### src/rtl/mono_pkg.sv
package mono_pkg;

   typedef enum logic [3:0] {
      OP_ADD  = 4'h0,
      OP_SUB  = 4'h1,
      OP_AND  = 4'h2,
      OP_XOR  = 4'h3,
      OP_NOT  = 4'h4,
      OP_SHL  = 4'h5,
      OP_SHR  = 4'h6,
      OP_OR   = 4'h7,
      OP_LDR  = 4'h8,
      OP_STR  = 4'h9,
      OP_HALT = 4'hA,
      OP_RET  = 4'hB,
      OP_JMP  = 4'hC,
      OP_CALL = 4'hD,
      OP_JPOS = 4'hE,
      OP_JZER = 4'hF
   } op_e;

   typedef enum logic [2:0] {
      PH_FETCH,
      PH_DECODE,
      PH_EXEC,
      PH_MEM,
      PH_WB,
      PH_STOP
   } phase_e;

   // Opcodes that need a word read from the address field
   function automatic logic needs_operand(op_e op);
      case (op)
         OP_ADD, OP_SUB, OP_AND, OP_XOR, OP_OR, OP_LDR: needs_operand = 1'b1;
         default:                                       needs_operand = 1'b0;
      endcase
   endfunction

   // Opcodes that write the selected register straight from execute
   function automatic logic is_unary(op_e op);
      case (op)
         OP_NOT, OP_SHL, OP_SHR: is_unary = 1'b1;
         default:                is_unary = 1'b0;
      endcase
   endfunction

endpackage

### src/rtl/mono_alu.sv
module mono_alu
   import mono_pkg::*;
#(
   parameter int DW = 16
) (
   input  op_e           op,
   input  logic [DW-1:0] a,
   input  logic [DW-1:0] b,
   output logic [DW-1:0] y
);

   always_comb begin
      case (op)
         OP_ADD:  y = a + b;
         OP_SUB:  y = a - b;
         OP_AND:  y = a & b;
         OP_XOR:  y = a ^ b;
         OP_OR:   y = a | b;
         OP_NOT:  y = ~a;
         OP_SHL:  y = {a[DW-2:0], 1'b0};
         OP_SHR:  y = {1'b0, a[DW-1:1]};
         OP_LDR:  y = b;
         default: y = a;
      endcase
   end

endmodule

### src/rtl/mono_branch.sv
module mono_branch
   import mono_pkg::*;
#(
   parameter int DW = 16,
   parameter int AW = 11
) (
   input  op_e           op,
   input  logic [DW-1:0] val,
   input  logic [AW-1:0] field_addr,
   input  logic [AW-1:0] link_addr,
   output logic          take,
   output logic [AW-1:0] dest
);

   logic is_zero;
   assign is_zero = (val == '0);

   always_comb begin
      take = 1'b0;
      dest = field_addr;
      case (op)
         OP_JMP, OP_CALL: take = 1'b1;
         OP_RET: begin
            take = 1'b1;
            dest = link_addr;
         end
         OP_JPOS: take = !val[DW-1] && !is_zero;
         OP_JZER: take = is_zero;
         default: take = 1'b0;
      endcase
   end

   // a positive-branch decision never fires on a zero or negative word
   always_comb begin
      if (op == OP_JPOS && take) begin
         a_r8_pos_excludes_zero_neg: assert (!is_zero && !val[DW-1]);
      end
   end

endmodule

### src/rtl/mono_ctrl.sv
module mono_ctrl
   import mono_pkg::*;
(
   input  logic   clk,
   input  logic   rst,
   input  op_e    op,
   output phase_e phase
);

   phase_e nxt;

   always_comb begin
      nxt = phase;
      case (phase)
         PH_FETCH:  nxt = PH_DECODE;
         PH_DECODE: nxt = PH_EXEC;
         PH_EXEC: begin
            if (op == OP_HALT)          nxt = PH_STOP;
            else if (needs_operand(op)) nxt = PH_MEM;
            else                        nxt = PH_FETCH;
         end
         PH_MEM:    nxt = PH_WB;
         PH_WB:     nxt = PH_FETCH;
         PH_STOP:   nxt = PH_STOP;
         default:   nxt = PH_FETCH;
      endcase
   end

   always_ff @(posedge clk) begin
      if (rst) phase <= PH_FETCH;
      else     phase <= nxt;
   end

   a_r2_fetch_then_decode: assert property (@(posedge clk) disable iff (rst)
      phase == PH_FETCH |=> phase == PH_DECODE);

   a_r2_decode_then_exec: assert property (@(posedge clk) disable iff (rst)
      phase == PH_DECODE |=> phase == PH_EXEC);

   a_r9_stop_is_sticky: assert property (@(posedge clk) disable iff (rst)
      phase == PH_STOP |=> phase == PH_STOP);

endmodule

### src/rtl/mono_cpu.sv
module mono_cpu
   import mono_pkg::*;
#(
   parameter int DW   = 16,
   parameter int AW   = 11,
   parameter int OPW  = 4,
   parameter int SELW = 1
) (
   input  logic          clk,
   input  logic          rst,
   output logic [AW-1:0] mem_addr,
   output logic [DW-1:0] mem_wdata,
   output logic          mem_we,
   input  logic [DW-1:0] mem_rdata,
   output logic          halted,
   output logic [AW-1:0] dbg_pc
);

   localparam int NREG   = 1 << SELW;
   localparam int SEL_LO = AW;
   localparam int OP_LO  = AW + SELW;

   generate
      if (OPW != 4) begin : g_bad_opw
         $error("mono_cpu: opcode field must be 4 bits");
      end
      if (OPW + SELW + AW != DW) begin : g_bad_fmt
         $error("mono_cpu: instruction fields must fill the data word");
      end
   endgenerate

   phase_e            phase;
   logic [AW-1:0]     pc;
   logic [AW-1:0]     link;
   logic [DW-1:0]     ir;
   logic [DW-1:0]     mdr;
   logic [DW-1:0]     gpr [NREG];
   op_e               ir_op;
   logic [SELW-1:0]   ir_sel;
   logic [AW-1:0]     ir_addr;
   logic [DW-1:0]     sel_val;
   logic [DW-1:0]     alu_y;
   logic              br_take;
   logic [AW-1:0]     br_dest;
   logic              in_exec;
   logic              reg_wr;

   assign ir_op   = op_e'(ir[OP_LO +: OPW]);
   assign ir_sel  = ir[SEL_LO +: SELW];
   assign ir_addr = ir[AW-1:0];
   assign sel_val = gpr[ir_sel];
   assign in_exec = (phase == PH_EXEC);

   mono_ctrl u_ctrl (
      .clk   (clk),
      .rst   (rst),
      .op    (ir_op),
      .phase (phase)
   );

   mono_alu #(.DW(DW)) u_alu (
      .op (ir_op),
      .a  (sel_val),
      .b  (mdr),
      .y  (alu_y)
   );

   mono_branch #(.DW(DW), .AW(AW)) u_branch (
      .op         (ir_op),
      .val        (sel_val),
      .field_addr (ir_addr),
      .link_addr  (link),
      .take       (br_take),
      .dest       (br_dest)
   );

   // Memory port: fetch uses PC, every other phase uses the address field
   assign mem_addr  = (phase == PH_FETCH) ? pc : ir_addr;
   assign mem_wdata = sel_val;
   assign mem_we    = in_exec && (ir_op == OP_STR);
   assign dbg_pc    = pc;

   assign reg_wr = (in_exec && is_unary(ir_op)) || (phase == PH_WB);

   always_ff @(posedge clk) begin
      if (rst) begin
         pc     <= '0;
         link   <= '0;
         ir     <= '0;
         mdr    <= '0;
         halted <= 1'b0;
      end else begin
         case (phase)
            PH_DECODE: begin
               ir <= mem_rdata;
               pc <= pc + 1'b1;
            end
            PH_EXEC: begin
               if (br_take)              pc     <= br_dest;
               if (ir_op == OP_CALL)     link   <= pc;
               if (ir_op == OP_HALT)     halted <= 1'b1;
            end
            PH_MEM:  mdr <= mem_rdata;
            default: ;
         endcase
      end
   end

   genvar g;
   generate
      for (g = 0; g < NREG; g++) begin : g_reg
         always_ff @(posedge clk) begin
            if (rst)                                     gpr[g] <= '0;
            else if (reg_wr && ir_sel == SELW'(g))       gpr[g] <= alu_y;
         end
      end
   endgenerate

   a_r1_reset_clears: assert property (@(posedge clk)
      rst |=> (pc == '0 && !halted));

   a_r9_no_write_halted: assert property (@(posedge clk) disable iff (rst)
      halted |-> !mem_we);

   a_r9_pc_frozen: assert property (@(posedge clk) disable iff (rst)
      halted |=> $stable(pc));

   a_r5_store_one_cycle: assert property (@(posedge clk) disable iff (rst)
      mem_we |=> !mem_we);

   a_r6_jump_lands: assert property (@(posedge clk) disable iff (rst)
      (in_exec && ir_op == OP_JMP) |=> pc == $past(ir_addr));

   a_r7_link_is_next: assert property (@(posedge clk) disable iff (rst)
      (in_exec && ir_op == OP_CALL) |=> link == $past(pc));

   a_r8_zero_falls_through: assert property (@(posedge clk) disable iff (rst)
      (in_exec && ir_op == OP_JZER && sel_val != '0) |=> $stable(pc));

endmodule

### config.mk
export PLATFORM = sky130hd
export DESIGN_NAME = mono_cpu
export DESIGN_NICKNAME = d
export VERILOG_FILES = /design/src/rtl/mono_pkg.sv /design/src/rtl/mono_alu.sv /design/src/rtl/mono_branch.sv /design/src/rtl/mono_ctrl.sv /design/src/rtl/mono_cpu.sv
export SDC_FILE = /design/constraint.sdc
export NUM_CORES = 1
export LEC_CHECK = 0
export ABC_AREA = 1
export BUFFER_PORTS_ARGS = -buffer_cell sky130_fd_sc_hd__buf_2
export CORE_MARGIN = 3
export CORE_UTILIZATION = 47
export DETAILED_ROUTE_END_ITERATION = 8
export PLACE_DENSITY = 0.65
export SYNTH_ARGS = -nofsm -noshare
export SYNTH_HDL_FRONTEND = slang
export SYNTH_HIERARCHICAL = 1
export SYNTH_SLANG_ARGS = --single-unit
### constraint.sdc
create_clock -name clk -period 3.3 [get_ports clk]
set_clock_uncertainty 0.05 [all_clocks]
set_input_delay 0.165 -clock clk [delete_from_list [all_inputs] [get_ports clk]]
set_output_delay 0.165 -clock clk [all_outputs]
set_load 0.02 [all_outputs]
==> results.tsv <==
metric	value	unit
status	finished clean	
row count	43	
antenna viol nets, final	0	
Post-Syn Area	0.006997	sq mm
Inserted Clock Buffers	9	
Layout Cell Area excl Fill	0.007754	sq mm
Design Power	7.949	mW
NetSw	4.197	mW
Reg clk slew, reported paths	0.07	ns
Hold Vio Cnt, Final	0	
top_reg_cell synth	dfxtp_1	
DR vias/cell	5.472	
WL per Instance	16.09	microns
Gate power share	67.7	%
Clk pwr share	12.9	%
synthesized flop and latch total	91	
chip height	128.0	microns
sequential share of power	19.4	%
largest net degree at the start of global routing	52	
Initial Util	49.26	%
Max FO, Critical Path	4	
HP Start	mem_rdata[5]	
layout cell share with drive strength beyond 1	15.59	%
first-pass GRT wire length	32280	microns
CP Capture Type	flop	
CTS Sinks	91	
max-cap violations	0	
Die Width	128.0	microns
Fin Hold WS	0.009463	ns
DRC Markers	0	
synth-to-layout area growth	10.82	%
post-synthesis cell type with the largest combined area	dfxtp_1	
Fmax	326.5	MHz
VDD IR-drop max	407.8	uV
drt first pass iters	5	
RSZ-0062 raised after global routing	true	
ANT cells	0	
antenna violations before repair	0	
final RePlAce weighted congestion	0.9448	
Core ar.	0.01420	sq mm
Worst-Margin Slew	0.7304	ns
Register-to-Register Path Depth	21	
async set-reset flop share out of synthesis	0	%
# fillers	1475	
internal cell power	3.752	mW
top cell type's share of synthesized area	16.88	%
synth warn	6	
PD cells	1025	mW/mm^2
Critical R2R Capture	gpr[1][15]	
fin crit period	3.063	ns
Placement Cell Area	0.007406	sq mm
# setup viols final	0	
Final period util	92.81	%
Worst-Skew Late Latency	0.36	ns
Mapped Cells	997	
Root Driver	clkbuf_16	
Setup Crit Path Kind	flop to flop	
Post-synth EDFFs	32	
PortBufs	57	
Mapped Avg Cell Area	7.018	sq um
HPWL Detailed	14590	microns
WP data arrival	3.11	ns
switch share	52.80	%
clk buf depth	2	
startpoint types	flop	
reg-to-reg startpoint	mdr[0]	
hold depth	3	
Layout Nets	1115	
Yosys cell types	53	
1st-iter DRT viols	473	
Synthesized Nets	1065	
Hold Path End	mdr[5]	
via count	6742	
R2R Setup Slk	0.24	ns
relative slew slack	51.25	%
GR Util All Layers	24.72	%
WL final	19820	microns
WP data required	3.35	ns
Final Max Slew Viols	0	
worst min path class	input port to flop	
gr ovfl total	0	
Synth area leaders	dfxtp_1 17%, edfxtp_1 14%, nand2_1 11%	
Seq/Total Area, Yosys	30.62	%
CTS tree	done	
vias in the first global route	6173	
H-tree levels	3	
IO Count	58	
Pleak	3.501	nW
Die Area	0.01639	sq mm
flip-flops by register name, indices dropped and copies added, names as in the netlist, named ones only:
name	cells
halted	1
dbg_pc	11
link	11
gpr	32
mdr	16
ir	16
u_ctrl/phase	3
per-stage QoR:
step	setup slack (ns)	utilization (%)	cells	TNS (ns)
2_1_floorplan	0.5755	-	997	0
3_3_place_gp	0.2739	52.14	1214	0
3_5_place_dp	0.2253	52.14	1214	0
4_1_cts	0.2166	54.23	1231	0
5_1_grt	-0.01452	54.59	1232	-0.01720
6_report	0.2373	54.59	1232	0
synth_stat cells (2+ instances only):
library cell  instances
xnor2_1               2
nand3_1              38
nand3b_1              6
o22ai_1              13
clkbuf_2              2
nand2_4               4
a21oi_1              57
ha_1                 49
o21ai_0              83
inv_2                 7
buf_4                 3
nor2_2                2
nor3_1               13
o21ai_2              13
a22oi_1               2
a211oi_1              2
o21ai_1               2
buf_6                 6
nand4_1               6
clkbuf_1              9
mux2_2               16
o221ai_1              8
nand2_2               5
nor2_1              159
edfxtp_1             32
a221oi_1              2
nand2_1             199
o21a_1                2
a21oi_2               2
o211ai_1              5
nor2_4                3
nor4_1                2
a22o_1                3
or2_2                 3
dfxtp_1              59
nand3_2               3
inv_1               130
o2111ai_1             6
xor2_1               13
buf_2                13
worst max path at each step:
| stage | to | slack [ns] | start |
|---|---|---|---|
| after CTS | gpr[1][15] | 0.22 | mdr[1] |
| after global placement | gpr[0][15] | 0.27 | mdr[1] |
| after floorplan | gpr[0][11] | 0.58 | flop |
| after detailed placement | gpr[1][15] | 0.23 | mdr[1] |
| final | gpr[1][15] | 0.24 | mdr[0] |
| after global routing | gpr[0][13] | -0.01 | mdr[1] |
placed cells by master, fill, tap and decap left out, drive strengths merged, types with 7 or more instances in the layout:
cell / count
o21ai: 99
buf: 71
nor3: 15
o221ai: 9
dfxtp: 59
xor2: 13
inv: 140
a21oi: 60
ha: 49
clkbuf: 11
mux2: 16
nand2: 208
nand3: 42
o22ai: 13
nand4: 7
edfxtp: 32
nor2: 164
cells by family (layout without fill, tap and decap cells):
group / after synthesis / after routing / synth area share [%]
buf+inv: 170 / 225 / 10.19
mux: 16 / 16 / 2.575
xor+xnor: 15 / 15 / 1.878
compound gates: 208 / 208 / 18.10
flops: 91 / 91 / 30.62
fa+ha+maj: 50 / 50 / 9.049
simple gates: 447 / 447 / 27.59
timing repair:
action / 4_1_cts / 5_1_grt
resized for setup: 0 / 14
setup endpoints to repair: 0 / 12
hold buffers: 1 / 0
setup buffers: 0 / 1
hold endpoints to repair: 1 / 0
area by class of cell:
class / instances / area, sq um / area share [%]
Sequential cell: 91 / 2142 / 27.63
Multi-Input combinational cell: 736 / 4185 / 53.98
Timing Repair Buffer: 72 / 400.4 / 5.164
Tap cell: 180 / 225.2 / 2.905
Inverter: 137 / 514.2 / 6.632
Clock buffer: 11 / 242.7 / 3.131
Clock inverter: 5 / 43.79 / 0.5648
routing by layer:
metal	wire, microns	share of wire (%)	GRT usage (%)	vias up
li1	-	-	-	3383
met1	9583	48	35.48	3124
met2	8621	43	38.23	208
met3	1177	5.9	3.292	27
met4	440	2.2	8.489	0
met5	0	0	0	-
critical path, stage by stage (launching register included):
cell and delay [ns]:
dfxtp_1 0.34, inv_2 0.09, ha_1 0.14, inv_1 0.05, nor3_2 0.20, nand3_1 0.14
nor2_2 0.12, nand3_1 0.10, nand2_1 0.10, o21ai_0 0.11, xor2_1 0.16, ha_1 0.35
nand2_2 0.12, inv_1 0.07, a21oi_2 0.15, nand2_1 0.06, a21oi_1 0.10, nand3_1 0.07
nand3_1 0.08, a21oi_1 0.08, inv_1 0.08, nor2_1 0.04
power by group through the flow:
stage	registers (mW)	clock network (mW)	logic, mW
after floorplan	1.57	0	3.91
after CTS	1.54	1.04	5.14
after detailed placement	1.56	0	5.12
final	1.54	1.03	5.38
after global placement	1.56	0	5.09
after global routing	1.57	1.08	6.05
Note: power is estimated with default switching activity, not from simulation.
